File: src/rtl/cw_pkg.sv
`timescale 1ns/1ps
package cw_pkg;
    localparam int SRC_N       = 3;
    localparam int CMP_N       = 4;
    localparam int ADDR_W      = 2;
    localparam int SYNC_STAGES = 2;
    localparam int HY_N        = SRC_N - 1;

    localparam int SRC_OSC = 0;
    localparam int SRC_LV  = 1;
    localparam int SRC_HT  = 2;

    localparam logic [ADDR_W-1:0] A_STAT = 2'd0;
    localparam logic [ADDR_W-1:0] A_FLAG = 2'd1;
    localparam logic [ADDR_W-1:0] A_EN   = 2'd2;

    typedef enum logic {HY_CLEAR, HY_ALARM} hy_state_t;
    typedef enum logic {OSC_DOWN, OSC_UP} osc_state_t;
endpackage

File: src/rtl/cw_sync.sv
`timescale 1ns/1ps
module cw_sync #(
    parameter int W      = 4,
    parameter int STAGES = 2
) (
    input  logic         clk,
    input  logic         rst_n,
    input  logic [W-1:0] d_i,
    output logic [W-1:0] q_o
);
    logic [W-1:0] stg_q [STAGES];

    always_ff @(posedge clk or negedge rst_n) begin
        if (!rst_n) begin
            for (int i = 0; i < STAGES; i++) stg_q[i] <= '0;
        end else begin
            stg_q[0] <= d_i;
            for (int i = 1; i < STAGES; i++) stg_q[i] <= stg_q[i-1];
        end
    end

    assign q_o = stg_q[STAGES-1];
endmodule

File: src/rtl/cw_hyst.sv
`timescale 1ns/1ps
module cw_hyst
    import cw_pkg::*;
(
    input  logic clk,
    input  logic rst_n,
    input  logic active_i,
    input  logic trip_i,
    input  logic rel_i,
    output logic status_o,
    output logic change_o
);
    hy_state_t st_q, st_d;

    always_ff @(posedge clk or negedge rst_n) begin
        if (!rst_n) st_q <= HY_CLEAR;
        else        st_q <= st_d;
    end

    always_comb begin
        st_d = st_q;
        unique case (st_q)
            HY_CLEAR: if (active_i && trip_i) st_d = HY_ALARM;
            HY_ALARM: if (active_i && rel_i)  st_d = HY_CLEAR;
            default:  st_d = HY_CLEAR;
        endcase
    end

    always_comb begin
        status_o = (st_q == HY_ALARM);
        change_o = (st_d != st_q);
    end

    // outside full performance mode the state does not move
    a_r7_hold_outside_fpm: assert property (@(posedge clk) disable iff (!rst_n)
        !active_i |=> $stable(status_o));

    // an alarm is left only through the release input
    a_r2_alarm_needs_release: assert property (@(posedge clk) disable iff (!rst_n)
        (status_o && !rel_i) |=> status_o);

    // a clear state is left only through the trip input
    a_r3_clear_needs_trip: assert property (@(posedge clk) disable iff (!rst_n)
        (!status_o && !trip_i) |=> !status_o);
endmodule

File: src/rtl/cw_osc.sv
`timescale 1ns/1ps
module cw_osc
    import cw_pkg::*;
(
    input  logic clk,
    input  logic rst_n,
    input  logic osc_ok_i,
    input  logic pll_lock_i,
    input  logic pll_cfg_chg_i,
    input  logic full_stop_i,
    input  logic osc_off_i,
    output logic status_o,
    output logic change_o
);
    osc_state_t st_q, st_d;
    logic       kill;

    assign kill = !osc_ok_i || !pll_lock_i || pll_cfg_chg_i || full_stop_i || osc_off_i;

    always_ff @(posedge clk or negedge rst_n) begin
        if (!rst_n) st_q <= OSC_DOWN;
        else        st_q <= st_d;
    end

    always_comb begin
        st_d = st_q;
        unique case (st_q)
            OSC_DOWN: if (!kill) st_d = OSC_UP;
            OSC_UP:   if (kill)  st_d = OSC_DOWN;
            default:  st_d = OSC_DOWN;
        endcase
    end

    always_comb begin
        status_o = (st_q == OSC_UP);
        change_o = (st_d != st_q);
    end

    // lock loss, reconfiguration, full stop or disable force the status low
    a_r4_forced_drop: assert property (@(posedge clk) disable iff (!rst_n)
        (!pll_lock_i || pll_cfg_chg_i || full_stop_i || osc_off_i) |=> !status_o);
endmodule

File: src/rtl/cw_regs.sv
`timescale 1ns/1ps
module cw_regs
    import cw_pkg::*;
(
    input  logic              clk,
    input  logic              rst_n,
    input  logic [SRC_N-1:0]  status_i,
    input  logic [SRC_N-1:0]  change_i,
    input  logic              wr_i,
    input  logic [ADDR_W-1:0] addr_i,
    input  logic [SRC_N-1:0]  wdata_i,
    output logic [SRC_N-1:0]  rdata_o,
    output logic              irq_o
);
    logic [SRC_N-1:0] flag_q, en_q, clr_mask;

    assign clr_mask = (wr_i && addr_i == A_FLAG) ? wdata_i : '0;

    always_ff @(posedge clk or negedge rst_n) begin
        if (!rst_n) begin
            flag_q <= '0;
            en_q   <= '0;
            irq_o  <= 1'b0;
        end else begin
            flag_q <= (flag_q & ~clr_mask) | change_i;
            if (wr_i && addr_i == A_EN) en_q <= wdata_i;
            irq_o  <= |(flag_q & en_q);
        end
    end

    always_comb begin
        unique case (addr_i)
            A_STAT:  rdata_o = status_i;
            A_FLAG:  rdata_o = flag_q;
            A_EN:    rdata_o = en_q;
            default: rdata_o = '0;
        endcase
    end

    // a status change always leaves its flag set
    a_r5_flag_on_change: assert property (@(posedge clk) disable iff (!rst_n)
        (change_i != '0) |=> ((flag_q & $past(change_i)) == $past(change_i)));

    // a clear without a coincident change empties the flag
    a_r6_clear_takes: assert property (@(posedge clk) disable iff (!rst_n)
        ((clr_mask & ~change_i) != '0) |=> ((flag_q & $past(clr_mask & ~change_i)) == '0));

    // the interrupt follows the enabled flags one edge later
    a_r8_irq_follows: assert property (@(posedge clk) disable iff (!rst_n)
        ((flag_q & en_q) != '0) |=> irq_o);
endmodule

File: src/rtl/cond_watch.sv
`timescale 1ns/1ps
module cond_watch
    import cw_pkg::*;
(
    input  logic              clk,
    input  logic              rst_n,
    input  logic              fpm_i,
    input  logic              sup_below_i,
    input  logic              sup_above_i,
    input  logic              tmp_above_i,
    input  logic              tmp_below_i,
    input  logic              osc_ok_i,
    input  logic              pll_lock_i,
    input  logic              pll_cfg_chg_i,
    input  logic              full_stop_i,
    input  logic              osc_off_i,
    input  logic              reg_wr_i,
    input  logic [ADDR_W-1:0] reg_addr_i,
    input  logic [SRC_N-1:0]  reg_wdata_i,
    output logic [SRC_N-1:0]  reg_rdata_o,
    output logic              irq_o
);
    logic [CMP_N-1:0] cmp_s;
    logic [SRC_N-1:0] status, change;
    logic [HY_N-1:0]  trip_v, rel_v;

    cw_sync #(.W(CMP_N), .STAGES(SYNC_STAGES)) u_sync (
        .clk   (clk),
        .rst_n (rst_n),
        .d_i   ({tmp_below_i, tmp_above_i, sup_above_i, sup_below_i}),
        .q_o   (cmp_s)
    );

    // index 0 is supply, index 1 is temperature
    assign trip_v = {cmp_s[2], cmp_s[0]};
    assign rel_v  = {cmp_s[3], cmp_s[1]};

    for (genvar g = 0; g < HY_N; g++) begin : g_hyst
        cw_hyst u_hyst (
            .clk      (clk),
            .rst_n    (rst_n),
            .active_i (fpm_i),
            .trip_i   (trip_v[g]),
            .rel_i    (rel_v[g]),
            .status_o (status[SRC_LV+g]),
            .change_o (change[SRC_LV+g])
        );
    end

    cw_osc u_osc (
        .clk           (clk),
        .rst_n         (rst_n),
        .osc_ok_i      (osc_ok_i),
        .pll_lock_i    (pll_lock_i),
        .pll_cfg_chg_i (pll_cfg_chg_i),
        .full_stop_i   (full_stop_i),
        .osc_off_i     (osc_off_i),
        .status_o      (status[SRC_OSC]),
        .change_o      (change[SRC_OSC])
    );

    cw_regs u_regs (
        .clk      (clk),
        .rst_n    (rst_n),
        .status_i (status),
        .change_i (change),
        .wr_i     (reg_wr_i),
        .addr_i   (reg_addr_i),
        .wdata_i  (reg_wdata_i),
        .rdata_o  (reg_rdata_o),
        .irq_o    (irq_o)
    );

    // nothing is pending straight out of reset
    a_r1_quiet_after_reset: assert property (@(posedge clk)
        !rst_n |=> !irq_o);
endmodule

File: config.mk
export PLATFORM = sky130hd
export DESIGN_NAME = cond_watch
export DESIGN_NICKNAME = d
export VERILOG_FILES = /design/src/rtl/cw_pkg.sv /design/src/rtl/cw_sync.sv /design/src/rtl/cw_hyst.sv /design/src/rtl/cw_osc.sv /design/src/rtl/cw_regs.sv /design/src/rtl/cond_watch.sv
export SDC_FILE = /design/constraint.sdc
export NUM_CORES = 1
export LEC_CHECK = 0
export BUFFER_PORTS_ARGS = -buffer_cell sky130_fd_sc_hd__buf_2
export CORE_MARGIN = 8
export CORE_UTILIZATION = 45
export DETAILED_ROUTE_END_ITERATION = 10
export PLACE_DENSITY = 0.71
export SLEW_MARGIN = 25
export SYNTH_ARGS = -nofsm -noshare
export SYNTH_HDL_FRONTEND = slang
export SYNTH_HIERARCHICAL = 1
export SYNTH_SLANG_ARGS = --single-unit
File: constraint.sdc
create_clock -name clk -period 1.34 [get_ports clk]
set_input_delay 0.134 -clock clk [delete_from_list [all_inputs] [get_ports clk]]
set_output_delay 0.134 -clock clk [all_outputs]
set_load 0.1 [all_outputs]
==> flow_summary.toml, run 1 <==
[worst_setup_path]
crit_path_start_kind = "flop"
path_cells = "mux2i_2 > o2bb2ai_4 > buf_12"
regToRegSetupSlack_ns = 0.18
slowest_stage = "dfrtp_1"
critPathRequiredTime_ns = 1.21
reg2reg_depth = 5
reg2reg_from = "g_hyst[0].u_hyst/status_o"
crit_arrival_ns = 1.20
end_kind = "primary output"
crit_type = "flop to primary output"
path_max_fanout = 2
r2r-end = "u_regs/flag_q[1]"
slowest_delay_ns = 0.42

[sta]
fin_worst_skew_ns = 0.00566
finalCritPeriodShare_pct = 99.4
max_freq_ghz = 0.751
setup-violations-final = 0
max_slew_margin_pct = 67.7
min_period_ns = 1.33
setup_ws_ns = 0.00793
rsz0062_at_grt = "true"
finalHoldViolCount = 0
worst_hold_slack_ns = 0.0165
drv_slew = 0
tightest_slew_ns = 0.488

[placed_design]
gp_congestion = 0.762
post-dp-hpwl_um = 1140
place_ws_ns = 0.126
place.port_buffers = 21

[global_route]
grt_max_degree = 19
antenna_found_initial = 0
grt_first_pass_wirelength_um = 2600
grt_pass1_vias = 584
grt_use_total_pct = 10.1
gr-total-overflow = 0

[floorplanning]
die-area_um2 = 3300
die_x_um = 57.5
coreArea_um2 = 1670
pin_count = 22
rows = 15
floorplan.initialDensity_pct = 46.3
die_y_um = 57.5

[finish]
drive_above_1_share_pct = 50.0
syn_to_final_growth_pct = 43.5
fin_util_pct = 66.4
n_fill_cell = 123
layout.nets = 107
antennaDiodeCount = 0

[yosys]
synth_edf_count = 0
async_flop_share_pct = 100
synth_seq_cells = 18
synth.net_count = 74
synth_area_leader_cell = "dfrtp_1"
netlist.area_leader.share_pct = 58.3
synth_commonest_cells = "dfrtp_1, mux2i_1, buf_4, inv_1"
synthFlopType = "dfrtp_1"
ys_seq_area_share_pct = 58.3
synthTopCellsByArea = "dfrtp_1, mux2i_1, mux2_4, buf_4, a41oi_1"
synth.distinct_cells = 18
synth.cell_area_um2 = 773
synth.avg_cell_area_um2 = 13.8
yosysMostFrequentCell = "dfrtp_1"
yosysWarningCount = 6
syn_inst = 56

[cts]
clock_latency_ns = 0.29
clock_sinks = 18
root_buffer = "clkbuf_4"
htree_levels = 1
clkTransAtPathRegs_ns = 0.10
numCtsBuffers = 3
cts_tree = "done"
cts_max_path_buffers = 2

[routing]
firstDrtPassIters = 4
wirelength_um = 1580
antenna_violating_nets_post_route = 0
via_per_inst = 5.33
drtIter0Drc = 10
drc = 0
vias = 560
wl_per_cell_um = 15.0

[power]
leakage_nw = 0.518
power.density_nw_per_um2 = 1360
total_power_mw = 1.51
irDropWorstVdd_mv = 0.888

[job]
maxCapViolations = 0

[worst_hold_path]
hp-class = "primary input to flop"
min_to = "u_osc/status_o"
holdCritStartpoint = "full_stop_i"
min_path_cells = 2

[outcome]
status = "completed"
[how the worst max path moves through the flow]
| stage | end | depth (start not counted) | slack, ns | start |
|---|---|---|---|---|
| after floorplan | reg_rdata_o[1] | 2 | 0.18 | g_hyst[0].u_hyst/status_o |
| after global placement | reg_rdata_o[1] | 4 | 0.17 | reg_addr_i[0] |
| after detailed placement | reg_rdata_o[0] | 4 | 0.13 | reg_addr_i[0] |
| after CTS | reg_rdata_o[1] | 3 | -0.008 | u_regs/en_q[1] |
| after global routing | reg_rdata_o[1] | 3 | -0.03 | g_hyst[0].u_hyst/status_o |
| final | reg_rdata_o[0] | 3 | 0.008 | u_osc/status_o |
[state kept, by name, summed over array words and instances, names as in the netlist]
signal	count
u_sync/q_o	4
u_regs/en_q	3
u_regs/flag_q	3
u_regs/irq_o	1
g_hyst.u_hyst/status_o	2
u_sync/stg_q	4
u_osc/status_o	1
[layout make-up]
type	instances	area (µm²)	share of cell area (%)
multi-input combinational	29	334	30.1
sequential	18	450	40.6
tap	17	21.3	1.92
timing repair buffer	33	253	22.8
clock buffer	4	36.3	3.27
inverter	4	15.0	1.35
[stage by stage]
step,setup TNS (ns),std cells,area (µm²)
6_report,0,105,1110
2_1_floorplan,0,56,830
3_5_place_dp,0,90,967
5_1_grt,-0.0499,105,1110
3_3_place_gp,0,90,967
4_1_cts,-0.00769,103,1090
[placed cells by master, fill, tap and decap left out, types with 4 or more instances in the layout]
master	instances
dlygate4sd3_1	5
dfrtp_1	18
inv_1	4
buf_2	18
buf_4	7
[cell families after synthesis]
family / after synthesis / synth area share, %
compound gates: 11 / 11.0
xor+xnor: 1 / 1.13
buf+inv: 9 / 7.28
flops: 18 / 58.3
mux: 8 / 12.3
simple gates: 9 / 10.0
[routing by layer]
layer | track usage (%) | vias up | wire length [µm]
li1 | - | 259 | -
met1 | 11.7 | 281 | 710
met2 | 15.8 | 16 | 758
met3 | 3.81 | 4 | 82
met4 | 5.36 | 0 | 27
met5 | 0 | - | 0
[critical path, delay by kind of cell, from the launching register on]
family | cells | cell delay [ns]
compound gates | 1 | 0.10
buf+inv | 1 | 0.17
flops | 1 | 0.42
mux | 1 | 0.21
[report_power, final]
| group | internal, mW | total, mW | switching (mW) | leakage (nW) |
|---|---|---|---|---|
| Clock | 0.165 | 0.328 | 0.163 | 0.0210 |
| Sequential | 0.608 | 0.656 | 0.0481 | 0.207 |
| Combinational | 0.224 | 0.527 | 0.303 | 0.289 |
| Total | 0.998 | 1.51 | 0.514 | 0.518 |
[repair_timing]
item | 4_1_cts | 5_1_grt
pin swaps | 1 | 1
resized for setup | 3 | 0
setup buffers | 4 | 2
setup endpoints to repair | 3 | 3
hold endpoints to repair | 22 | 0
hold buffers | 5 | 0
gates cloned | 0 | 0
Note: power is estimated with default switching activity, not from simulation.
==> run 2, diff against run 1 <==
--- a/config.mk
+++ b/config.mk
@@ -10,6 +10,8 @@
 export CORE_UTILIZATION = 45
 export DETAILED_ROUTE_END_ITERATION = 10
 export PLACE_DENSITY = 0.71
+export RECOVER_POWER = 25
+export SETUP_SLACK_MARGIN = 0.3
 export SLEW_MARGIN = 25
 export SYNTH_ARGS = -nofsm -noshare
 export SYNTH_HDL_FRONTEND = slang
==> run 2 against run 1 <==
- count of clock-buffer cells in the layout down 1
- setup slack better by 0.044 ns
- combinational power grew 4.9%
- hold slack better by 0.036 ns
- highest routed layer unchanged
==> flow_summary.toml, run 2 (synthesized netlist as in run 1, its figures left out) <==
[sta]
tightest_slew_ns = 0.588
rsz0062_at_grt = "true"
fin_worst_skew_ns = 0.00192
max_freq_ghz = 0.776
max_slew_margin_pct = 60.5
fin_setup_tns_ns = 0
min_period_ns = 1.29
finalHoldViolCount = 0
finalCritPeriodShare_pct = 96.1
setup_ws_ns = 0.0518
setup-violations-final = 0
drv_slew = 0

[outcome]
status = "completed"

[worst_setup_path]
crit_arrival_ns = 1.15
end_kind = "primary output"
slowest_delay_ns = 0.40
critPathRequiredTime_ns = 1.21
path_max_fanout = 2
regToRegSetupSlack_ns = 0.18
path_cells = "mux2i_2 > o2bb2ai_4 > buf_12"
r2r-end = "u_regs/flag_q[1]"
crit_path_start_kind = "flop"
crit_type = "flop to primary output"
slowest_stage = "dfrtp_1"
reg2reg_from = "g_hyst[0].u_hyst/status_o"
reg2reg_depth = 5

[power]
leakage_nw = 0.519
p_int_mw = 0.956
swShare_pct = 34.5
irDropWorstVdd_mv = 0.690
total_power_mw = 1.46
clock_power_share_pct = 16.8
power.net_switching_mw = 0.503
power_frac_seq_pct = 45.3
power.share.combinational_pct = 37.9
power.density_nw_per_um2 = 1290

[routing]
via_per_inst = 5.37
wirelength_um = 1690
drc = 0
antenna_violating_nets_post_route = 0
firstDrtPassIters = 4
vias = 564
drtIter0Drc = 10
wl_per_cell_um = 16.1

[placed_design]
place_ws_ns = 0.142
dpl.cell_count = 90
gp_congestion = 0.777
place_area_um2 = 971
post-dp-hpwl_um = 1190
place.port_buffers = 21

[finish]
antennaDiodeCount = 0
drive_above_1_share_pct = 53.4
design_area_um2 = 1130
fin_cells = 105
syn_to_final_growth_pct = 46.4
mostFrequentLayoutCell = "dfrtp_1"
layout_common_cells = "dfrtp_1, buf_2, buf_4"
layout.nets = 108

[worst_hold_path]
min_path_cells = 2
hp-class = "primary input to flop"
holdCritStartpoint = "pll_cfg_chg_i"
min_to = "u_osc/status_o"

[global_route]
gr-total-overflow = 0
grt_pass1_vias = 593
grt_use_total_pct = 10.9
grt_first_pass_wirelength_um = 2690
antenna_found_initial = 0
grt_max_degree = 19

[floorplanning]
coreArea_um2 = 1670
die_y_um = 57.5
floorplan.initialDensity_pct = 46.3
rows = 15
die_x_um = 57.5
die-area_um2 = 3300
pin_count = 22

[cts]
cts_tree = "done"
htree_levels = 1
numCtsBuffers = 3
cts_max_path_buffers = 2
clkTransAtPathRegs_ns = 0.09
clock_latency_ns = 0.28
clock_sinks = 18
root_buffer = "clkbuf_4"

[job]
maxCapViolations = 0
-- run 2: power groups by stage --
stage | clock network [mW] | registers, mW | logic [mW]
2_1_floorplan | 0 | 0.727 | 0.261
6_report | 0.246 | 0.660 | 0.553
3_5_place_dp | 0 | 0.681 | 0.454
5_1_grt | 0.278 | 0.666 | 0.578
4_1_cts | 0.259 | 0.657 | 0.542
3_3_place_gp | 0 | 0.675 | 0.446
-- run 2: layout make-up --
class | count | area, µm²
fillers | 107 | 538
flip-flops and latches | 18 | 450
multi-input cells | 29 | 349
repair buffers | 34 | 274
clock buffers | 3 | 22.5
well taps | 17 | 21.3
inverters | 4 | 15.0
-- run 2: worst max-delay path: cells and delay by family, from the launching register on --
family                 cells  cell delay, ns
multiplexers               1            0.22
AO/OA/AOI/OAI              1            0.09
buffers and inverters      1            0.17
flip-flops                 1            0.40
-- run 2: worst max path at each step --
stage                                         start             end  slack, ns  cells past startpoint
final                     g_hyst[0].u_hyst/status_o  reg_rdata_o[1]       0.05                      3
after floorplan           g_hyst[0].u_hyst/status_o  reg_rdata_o[1]       0.21                      2
after CTS                 g_hyst[0].u_hyst/status_o  reg_rdata_o[1]       0.03                      3
after global placement                reg_addr_i[0]  reg_rdata_o[1]       0.16                      4
after detailed placement              reg_addr_i[0]  reg_rdata_o[0]       0.14                      4
after global routing      g_hyst[1].u_hyst/status_o  reg_rdata_o[2]     -0.008                      3
-- run 2: per-stage QoR --
step / util, % / hold slack, ns
2_1_floorplan: - / -0.162
3_3_place_gp: 58.1 / 0.0800
3_5_place_dp: 58.1 / 0.0777
4_1_cts: 66.7 / 0.0153
5_1_grt: 67.8 / 0.0339
6_report: 67.8 / 0.0521
-- run 2: repair_timing --
item / in CTS / in global routing
setup endpoints to repair: 6 / 8
gates cloned: 0 / 0
setup buffers: 6 / 1
hold buffers: 5 / 0
pin swaps: 2 / 1
resized for setup: 5 / 5
endpoints found under the hold margin: 22 / 0
-- run 2: layer usage --
metal / up-vias / global-route usage (%) / wire (µm)
met5: - / 0 / 0
met4: 0 / 6.43 / 17
met3: 2 / 4.26 / 99
met2: 16 / 17.0 / 831
met1: 281 / 12.2 / 738
li1: 265 / - / -
==> run 3, diff against run 2 <==
==> constraint.sdc (replaced) <==
create_clock -name clk -period 1.5 [get_ports clk]
set_input_delay 0.15 -clock clk [delete_from_list [all_inputs] [get_ports clk]]
set_output_delay 0.15 -clock clk [all_outputs]
set_load 0.1 [all_outputs]
==> run 3 against run 2 <==
- die area unchanged
- non-clock buffer count up 2
- final area up 3.5%
- critical endpoint unchanged
- critical path depth unchanged
==> flow_summary.toml, run 3 (synthesized netlist as in run 1, its figures left out) <==
[worst_setup_path]
r2r-end = "u_regs/flag_q[1]"
slowest_stage = "dfrtp_1"
regToRegSetupSlack_ns = 0.34
crit_path_start_kind = "flop"
cp.buffers_inverters = 1
slowest_delay_ns = 0.41
path_cells = "mux2i_2 > o2bb2ai_4 > buf_12"
setup.worst_path.end = "reg_rdata_o[1]"
path_max_fanout = 2
end_kind = "primary output"
startpoint = "u_regs/en_q[1]"
reg2reg_depth = 5
crit_arrival_ns = 1.25
reg2reg_from = "g_hyst[0].u_hyst/status_o"
critPathRequiredTime_ns = 1.35
cp.depth = 3
worst_path_dominant_cell_family = "flip-flops"
crit_type = "flop to primary output"

[finish]
drive_above_1_share_pct = 54.9
syn_to_final_growth_pct = 51.6
fin_cells = 108
fin_util_pct = 70.2
antennaDiodeCount = 0
layout.nets = 110
design_area_um2 = 1170
mostFrequentLayoutCell = "dfrtp_1"
layout_common_cells = "dfrtp_1, buf_2, buf_4"

[routing]
wl_per_cell_um = 17.1
vias = 584
antenna_violating_nets_post_route = 0
drtIter0Drc = 16
drc = 0
via_per_inst = 5.41
wirelength_um = 1850
firstDrtPassIters = 4

[cts]
cts_max_path_buffers = 2
htree_levels = 1
clock_latency_ns = 0.31
cts_tree = "done"
clkTransAtPathRegs_ns = 0.11
root_buffer = "clkbuf_4"
clock_sinks = 18
numCtsBuffers = 3

[sta]
rsz0062_at_grt = "true"
fin_setup_tns_ns = 0
setup-violations-final = 0
finalCritPeriodShare_pct = 93.1
max_slew_margin_pct = 38.1
finalHoldViolCount = 0
fin_worst_skew_ns = 0.0161
max_freq_ghz = 0.716
drv_slew = 0
tightest_slew_ns = 0.928
min_period_ns = 1.40

[power]
clock_power_share_pct = 22.0
power.net_switching_mw = 0.490
power.density_nw_per_um2 = 1190
irDropWorstVdd_mv = 0.955
swShare_pct = 35.0
power.share.combinational_pct = 35.9
p_int_mw = 0.908
leakage_nw = 0.536
power_frac_seq_pct = 42.0

[floorplanning]
pin_count = 22
die_x_um = 57.5
rows = 15
die-area_um2 = 3300
coreArea_um2 = 1670
floorplan.initialDensity_pct = 46.3
die_y_um = 57.5

[global_route]
antenna_found_initial = 0
grt_pass1_vias = 631
grt_use_total_pct = 11.7
gr-total-overflow = 0
grt_first_pass_wirelength_um = 2900
grt_max_degree = 19

[outcome]
status = "completed"

[placed_design]
place_area_um2 = 967
dpl.cell_count = 90
gp_congestion = 0.790
post-dp-hpwl_um = 1200
place.port_buffers = 21

[worst_hold_path]
hp-class = "primary input to flop"
min_path_cells = 2

[job]
maxCapViolations = 0
run 3: changes by cell type in the layout (fill, tap and decap cells not counted), sizes merged:
cell,change
dlygate4sd3,+1
clkbuf,+2
run 3: worst register-to-register path, stage by stage, from the launching register on:
cell and delay, ns:
dfrtp_1 0.40, buf_4 0.15, mux2i_1 0.12, nor2b_1 0.18, inv_1 0.07, a41oi_2 0.17
run 3: layer usage:
layer | track usage (%) | routed length (µm) | up-vias
met5 | 0 | 0 | -
li1 | - | - | 267
met1 | 12.7 | 744 | 284
met4 | 9.64 | 59 | 0
met2 | 18.3 | 917 | 27
met3 | 3.81 | 125 | 6
run 3: power by group through the flow:
stage	registers (mW)	clock network, mW	logic, mW
global placement	0.601	0	0.399
finish	0.587	0.308	0.502
detailed placement	0.604	0	0.406
floorplan	0.649	0	0.234
CTS	0.586	0.314	0.478
global route	0.593	0.343	0.527
run 3: worst min path at each step:
stage	from	end	slack [ns]
2_1_floorplan	rst_n	g_hyst[0].u_hyst/status_o	-0.15
3_3_place_gp	rst_n	u_sync/stg_q[7]	0.09
3_5_place_dp	rst_n	u_sync/stg_q[6]	0.1
4_1_cts	full_stop_i	u_osc/status_o	0.009
5_1_grt	reg_wdata_i[2]	u_regs/flag_q[2]	0.04
6_report	reg_wdata_i[2]	u_regs/flag_q[2]	0.06
run 3: timing repair:
item                                    4_1_cts  5_1_grt
pin swaps                                     3        1
hold buffers                                  5        1
setup buffers                                 6        2
endpoints found under the setup margin        4        6
hold endpoints to repair                     22        1
resized for setup                             4        6
run 3: area by class of cell:
type | instances | area (µm²)
clock buffers | 4 | 36.3
fillers | 102 | 498
inverters | 4 | 15.0
multi-input cells | 29 | 367
flip-flops and latches | 18 | 450
well taps | 17 | 21.3
repair buffers | 36 | 283
run 3: through the flow:
step	setup WS (ns)	total power, mW	hold slack [ns]
6_report	0.103	1.40	0.0621
5_1_grt	0.0564	1.46	0.0418
4_1_cts	0.141	1.38	0.00872
3_5_place_dp	0.214	1.01	0.0978
3_3_place_gp	0.259	1.00	0.0918
2_1_floorplan	0.324	0.882	-0.146
